[config.mk]
export PLATFORM = sky130hd
export DESIGN_NAME = chr_mirror_ctrl
export DESIGN_NICKNAME = d
export VERILOG_FILES = /design/src/rtl/chr_mirror_pkg.sv /design/src/rtl/chr_outer_map.sv /design/src/rtl/chr_bank_sel.sv /design/src/rtl/chr_mirror_sel.sv /design/src/rtl/chr_mirror_ctrl.sv
export SDC_FILE = /design/constraint.sdc
export NUM_CORES = 1
export LEC_CHECK = 0
export ABC_AREA = 1
export BUFFER_PORTS_ARGS = -buffer_cell sky130_fd_sc_hd__buf_2
export CAP_MARGIN = 0
export CORE_UTILIZATION = 30
export CTS_CLUSTER_SIZE = 24
export DETAILED_ROUTE_END_ITERATION = 8
export PLACE_DENSITY_LB_ADDON = 0.2
export SLEW_MARGIN = 20
export SYNTH_ARGS = -nofsm -noshare
export SYNTH_HDL_FRONTEND = slang
export SYNTH_SLANG_ARGS = --single-unit
[constraint.sdc]
create_clock -name clk -period 1.1 [get_ports clk]
set_input_delay 0.22 -clock clk [delete_from_list [all_inputs] [get_ports clk]]
set_output_delay 0.22 -clock clk [all_outputs]
set_load 0.1 [all_outputs]
[src/rtl/chr_mirror_pkg.sv]
package chr_mirror_pkg;
  parameter int INNER_W  = 8;
  parameter int BANK_W   = 11;
  parameter int UNIT8_SH = 3;

  localparam int R0_NARROW = 7;
  localparam int R0_SWAPPED_A = 3;
  localparam int R0_INV_BIT = 5;
  localparam int R0_MID_BIT = 4;
  localparam int R0_TOP_BIT = 2;
  localparam int R1_EXT_MIR = 1;
  localparam int R3_UNIT8K = 4;
  localparam int R3_SINGLE = 5;
  localparam int R6_PAGE = 4;

  typedef enum logic [1:0] {
    MIR_VERT   = 2'b00,
    MIR_HORZ   = 2'b01,
    MIR_SC_LO  = 2'b10,
    MIR_SC_HI  = 2'b11
  } mirror_t;
endpackage

[src/rtl/chr_outer_map.sv]
module chr_outer_map
  import chr_mirror_pkg::*;
#(
  parameter int IW = INNER_W,
  parameter int BW = BANK_W
) (
  input  logic [7:0]    reg0,
  input  logic          swap_hi,
  output logic [BW-1:0] mask,
  output logic [BW-1:0] outer
);
  localparam logic [BW-1:0] WIDE_MASK   = BW'((1 << IW) - 1);
  localparam logic [BW-1:0] NARROW_MASK = BW'((1 << (IW - 1)) - 1);

  logic [BW-1:0] raw;

  always_comb begin
    mask = reg0[R0_NARROW] ? NARROW_MASK : WIDE_MASK;
    raw  = '0;
    raw[IW-1] = reg0[R0_SWAPPED_A];
    if (swap_hi) begin
      raw[IW]   = ~reg0[R0_INV_BIT];
      raw[IW+1] = reg0[R0_MID_BIT];
    end else begin
      raw[IW]   = reg0[R0_MID_BIT];
      raw[IW+1] = ~reg0[R0_INV_BIT];
      raw[IW+2] = reg0[R0_TOP_BIT];
    end
    outer = raw & ~mask;
  end
endmodule

[src/rtl/chr_bank_sel.sv]
module chr_bank_sel
  import chr_mirror_pkg::*;
#(
  parameter int IW = INNER_W,
  parameter int BW = BANK_W,
  parameter int SH = UNIT8_SH
) (
  input  logic [IW-1:0] inner_bank,
  input  logic [7:0]    reg2,
  input  logic          unit8_en,
  input  logic [BW-1:0] mask,
  input  logic [BW-1:0] outer,
  output logic [BW-1:0] bank,
  output logic          unit8
);
  logic [BW-1:0] fine_bank;
  logic [BW-1:0] coarse_bank;

  always_comb begin
    fine_bank   = (BW'(inner_bank) & mask) | outer;
    coarse_bank = (BW'(reg2) & (mask >> SH)) | (outer >> SH);
    bank  = unit8_en ? coarse_bank : fine_bank;
    unit8 = unit8_en;
  end
endmodule

[src/rtl/chr_mirror_sel.sv]
module chr_mirror_sel
  import chr_mirror_pkg::*;
(
  input  logic [7:0] reg1,
  input  logic [7:0] reg3,
  input  logic [7:0] r6,
  input  logic [7:0] mirror_reg,
  output mirror_t    mode
);
  always_comb begin
    if (reg3[R3_SINGLE])
      mode = r6[R6_PAGE] ? MIR_SC_HI : MIR_SC_LO;
    else if (reg1[R1_EXT_MIR])
      mode = mirror_t'(mirror_reg[1:0]);
    else
      mode = mirror_reg[0] ? MIR_HORZ : MIR_VERT;
  end
endmodule

[src/rtl/chr_mirror_ctrl.sv]
module chr_mirror_ctrl
  import chr_mirror_pkg::*;
#(
  parameter int IW = INNER_W,
  parameter int BW = BANK_W,
  parameter int SH = UNIT8_SH
) (
  input  logic          clk,
  input  logic          rst,
  input  logic          swap_hi,
  input  logic [IW-1:0] inner_bank,
  input  logic [7:0]    reg0,
  input  logic [7:0]    reg1,
  input  logic [7:0]    reg2,
  input  logic [7:0]    reg3,
  input  logic [7:0]    r6,
  input  logic [7:0]    mirror_reg,
  output logic [BW-1:0] chr_bank,
  output logic          chr_unit_8k,
  output logic [1:0]    mirror
);
  logic [BW-1:0] mask_c;
  logic [BW-1:0] outer_c;
  logic [BW-1:0] bank_c;
  logic          unit8_c;
  mirror_t       mode_c;
  logic          primed;

  chr_outer_map #(.IW(IW), .BW(BW)) u_outer (
    .reg0    (reg0),
    .swap_hi (swap_hi),
    .mask    (mask_c),
    .outer   (outer_c)
  );

  chr_bank_sel #(.IW(IW), .BW(BW), .SH(SH)) u_bank (
    .inner_bank (inner_bank),
    .reg2       (reg2),
    .unit8_en   (reg3[R3_UNIT8K]),
    .mask       (mask_c),
    .outer      (outer_c),
    .bank       (bank_c),
    .unit8      (unit8_c)
  );

  chr_mirror_sel u_mirror (
    .reg1       (reg1),
    .reg3       (reg3),
    .r6         (r6),
    .mirror_reg (mirror_reg),
    .mode       (mode_c)
  );

  always_ff @(posedge clk) begin
    if (rst) begin
      chr_bank    <= '0;
      chr_unit_8k <= 1'b0;
      mirror      <= MIR_VERT;
      primed      <= 1'b0;
    end else begin
      chr_bank    <= bank_c;
      chr_unit_8k <= unit8_c;
      mirror      <= mode_c;
      primed      <= 1'b1;
    end
  end

  assert_reset_R1: assert property (@(posedge clk)
    rst |=> (chr_bank == '0 && !chr_unit_8k && mirror == 2'b00));

  assert_inner_pass_R3: assert property (@(posedge clk) disable iff (rst)
    (primed && !$past(reg3[R3_UNIT8K]) && !$past(reg0[R0_NARROW]))
      |-> chr_bank[IW-1:0] == $past(inner_bank));

  assert_swap_top_R5: assert property (@(posedge clk) disable iff (rst)
    (primed && !$past(reg3[R3_UNIT8K]) && $past(swap_hi))
      |-> chr_bank[BW-1] == 1'b0);

  assert_unit8_hi_R6: assert property (@(posedge clk) disable iff (rst)
    (primed && $past(reg3[R3_UNIT8K]))
      |-> (chr_unit_8k && chr_bank[BW-1:IW] == '0));

  assert_single_R7: assert property (@(posedge clk) disable iff (rst)
    (primed && $past(reg3[R3_SINGLE]))
      |-> mirror == {1'b1, $past(r6[R6_PAGE])});

  assert_ext_R8: assert property (@(posedge clk) disable iff (rst)
    (primed && !$past(reg3[R3_SINGLE]) && $past(reg1[R1_EXT_MIR]))
      |-> mirror == $past(mirror_reg[1:0]));

  assert_plain_R9: assert property (@(posedge clk) disable iff (rst)
    (primed && !$past(reg3[R3_SINGLE]) && !$past(reg1[R1_EXT_MIR]))
      |-> mirror == {1'b0, $past(mirror_reg[0])});
endmodule

# [After elaboration in Yosys (flattened, before gate mapping)]
# Cells that the tools add are included.
[op_classes] n_mux=8 n_bitwise=7
[op_table] op="AND 11 bit" count=1
[op_table] op="two-way mux 11 bit" count=1
[op_table] op="NOT 11 bit" count=1
[op_table] op="bitwise OR 11 bit" count=1
[op_table] op="AND 8 x 5 -> 8 bit" count=1
[op_table] op="AND 8 bit" count=1
[op_table] op="two-way mux 8 bit" count=1
[op_table] op="bitwise OR 8 bit" count=1
[op_table] op="two-way mux 2 bit" count=3
[op_table] op="two-way mux 1 bit" count=3
[op_table] op="NOT 1 bit" count=1
[word_totals] ff_bits=14 input_bits=59 out_inout_bits=14

# [Depth between registers and ports, before layout]
[depth] ltp_word=5 depth_mapped=5

# [Hierarchy]
# Synthesis repeated with hierarchy kept, for this count alone.
[hier_totals] hier_cells=153 area_unflattened_um2=885.8
[modules_own_cells] mod="chr_mirror_ctrl" instances=1 cells_per_inst=43 area_each_um2=396.6
[modules_own_cells] mod="chr_bank_sel" instances=1 cells_per_inst=73 area_each_um2=285.3
[modules_own_cells] mod="chr_outer_map" instances=1 cells_per_inst=31 area_each_um2=181.4
[modules_own_cells] mod="chr_mirror_sel" instances=1 cells_per_inst=6 area_each_um2=22.5

# [Least setup slack after synthesis]
# OpenSTA, ideal clock, no wires.
[synth_path] path_kind="reg2out" start="register chr_bank[0]" end="output port chr_bank[0]" arrival_ns=0.909 required_time_ns=0.880 setup_slack_ns=-0.029 path_stages_with_launch=1 path_cell_list="dfxtp_1"
[synth_lines] element="start: declaration" line="chr_mirror_ctrl.sv:18" source="output logic [BW-1:0] chr_bank,"
[synth_lines] element="start signal: assignment" line="chr_mirror_ctrl.sv:61" source="chr_bank <= bank_c;"
# No word-level cell between the ends.

# [Worst setup path after layout]
[layout_path] start="register chr_bank[4]" end="output port chr_bank[4]"
# No word-level cell between the ends.

==> flow_metrics.tcl <==
set metrics [dict create \
    wl_um 1090 \
    portBuffers 40 \
    ir_drop_uv 788 \
    cts_hold_buffers 0 \
    maxSlewViolCount 0 \
    power_density_nw_per_um2 1360 \
    root_buffer "clkbuf_4" \
    core_area_um2 1540 \
    dpl.cell_count 123 \
    worst_slew_pin_slew_ns 0.218 \
    endpoint "chr_bank[4]" \
    top_layer "met4" \
    wl_met1_um 460 \
    arrival_ns 0.80 \
    drtAntennaViolNets 0 \
    end_kind "output pin" \
    met3WireLength_um 119 \
    antenna_cells 0 \
    fin_tns_setup_ns 0 \
    vias 536 \
    post-route-min-period_ns 1.02 \
    multi_input_area_um2 195 \
    period_share 0.926 \
    crit_family "flip-flops" \
    post-dp-hpwl_um 910 \
    clockBufferDepth 2 \
    p_clk_frac 0.200 \
    route.detailed.drc 0 \
    dieArea_um2 1840 \
    htreeDepth 1 \
    start_util 0.325 \
    layout-drive-gt1-share 0.545 \
    grt_pass1_wl_um 1770 \
    pre_cts_ws_ns 0.238 \
    seqPwrFrac 0.434 \
    synthCells 67 \
    ys_seq_area_frac 0.559 \
    post_drt_wl_per_cell_um 8.67 \
    rsz0062_at_grt "no" \
    drtPass1Iterations 2 \
    ys_ff_latch 14 \
    worst_slack_ns 0.0819 \
    place.gp.congestion 0.679 \
    nets 171 \
    internal-power_uw 849 \
    slowest_delay_ns 0.36 \
    slew_headroom 0.855 \
    die_w_um 42.9 \
    dr_wl_met2_um 495 \
    fillCellCount 141 \
    netlist_area_um2 502 \
    cp_num_cells 1 \
    grt_max_degree 10 \
    crit_start "chr_bank[4]$_SDFF_PP0_" \
    area_growth_pct 93.8 \
    rows 14 \
    cts_tree "done" \
    grt_util_all_layers 0.135 \
    final_cell_count_no_fill 126 \
    grt_antenna_before_repair 0 \
    grt-ovfl-total 0 \
    p_comb_frac 0.366 \
    hold_path_class "in2reg" \
    setup_viol_count_final 0 \
    cts_setup_buffers 0 \
    largest_reg_flops 11 \
    cp-start-kind "flip-flop" \
    p_leak_nw 0.513 \
    power.net_switching_uw 470 \
    crit_type "reg2out" \
    cap_violations 0 \
    vias_per_cell 4.25 \
    ys_warn_count 0 \
    drtIter0Drc 3 \
    status "finished clean" \
    cts_resized 0 \
    required_ns 0.88 \
    max_freq_ghz 0.982 \
    layout_common_cells "34 x nand2_1, 26 x buf_2, 14 x dfxtp_2, 14 x buf_12, 6 x inv_1" \
    swShare 0.357 \
    cts.clk_slew.worst_paths_ns 0.08 \
    slowest_stage "dfxtp_2" \
    seqCellArea_um2 298 \
    avgSynthCellArea_um2 7.49 \
    io_pins 73 \
    synthesis.nets 126 \
    post-route-util 0.631 \
    power_mw 1.32 \
    crit_fanout 1 \
    grt_pass1_vias 462 \
    finalHoldViolCount 0 \
    numClockSinks 14 \
    final_common_cell "nand2_1" \
    die_h_um 42.9 \
    crit_buf_inv 1 \
    synth_cell_types 10 \
    numCtsBuffers 3 \
    critical_path.cell_chain "buf_12" \
]
## through the flow
stage | hold slack [ns] | cell area (µm²)
2_1_floorplan | 0.282 | 519
3_3_place_gp | 0.415 | 950
3_5_place_dp | 0.415 | 950
4_1_cts | 0.132 | 972
5_1_grt | 0.145 | 972
6_report | 0.143 | 972
## worst min path at each step
stage          slack (ns)                endpoint  cells after the start          start
2_1_floorplan        0.28    mirror[1]$_SDFF_PP0_                      1            rst
5_1_grt              0.14  chr_bank[6]$_SDFF_PP0_                      3  inner_bank[6]
6_report             0.14  chr_bank[2]$_SDFF_PP0_                      3        reg2[2]
3_5_place_dp         0.42  chr_bank[2]$_SDFF_PP0_                      3        reg2[2]
4_1_cts              0.13  chr_bank[2]$_SDFF_PP0_                      3        reg2[2]
3_3_place_gp         0.41  chr_bank[4]$_SDFF_PP0_                      3  inner_bank[4]
## power by group through the flow
stage	clock [mW]	combinational, mW	sequential [mW]
floorplan	0	0.0521	0.806
global placement	0	0.482	0.583
detailed placement	0	0.486	0.585
CTS	0.285	0.487	0.573
global route	0.308	0.504	0.577
finish	0.264	0.483	0.573
## routing by layer
layer,global-route usage,vias up
met5,0,-
met4,0.0938,0
met3,0.0383,2
met2,0.227,29
met1,0.143,218
li1,-,287
## cell usage after synthesis
| cell type | n | area share |
|---|---|---|
| nand2_1 | 34 | 0.25 |
| a21oi_1 | 1 | 0.010 |
| nand3_1 | 2 | 0.020 |
| nor2_1 | 5 | 0.037 |
| dfxtp_1 | 14 | 0.56 |
| o21ai_0 | 1 | 0.010 |
| nand4_1 | 1 | 0.012 |
| inv_2 | 1 | 0.0075 |
| inv_1 | 6 | 0.045 |
| nor2_4 | 2 | 0.045 |
## kinds of logic after synthesis
logic type / after synthesis / synth area share
flops: 14 / 0.559
buf+inv: 7 / 0.0524
compound gates: 2 / 0.0199
simple gates: 44 / 0.369
## area by class of cell
class	count	share of cell area
flip-flops and latches	14	0.306
repair buffers	40	0.422
well taps	16	0.0206
clock buffers	3	0.0232
multi-input cells	46	0.201
inverters	7	0.0270
No activity file was read; power rests on OpenSTA's default activity.
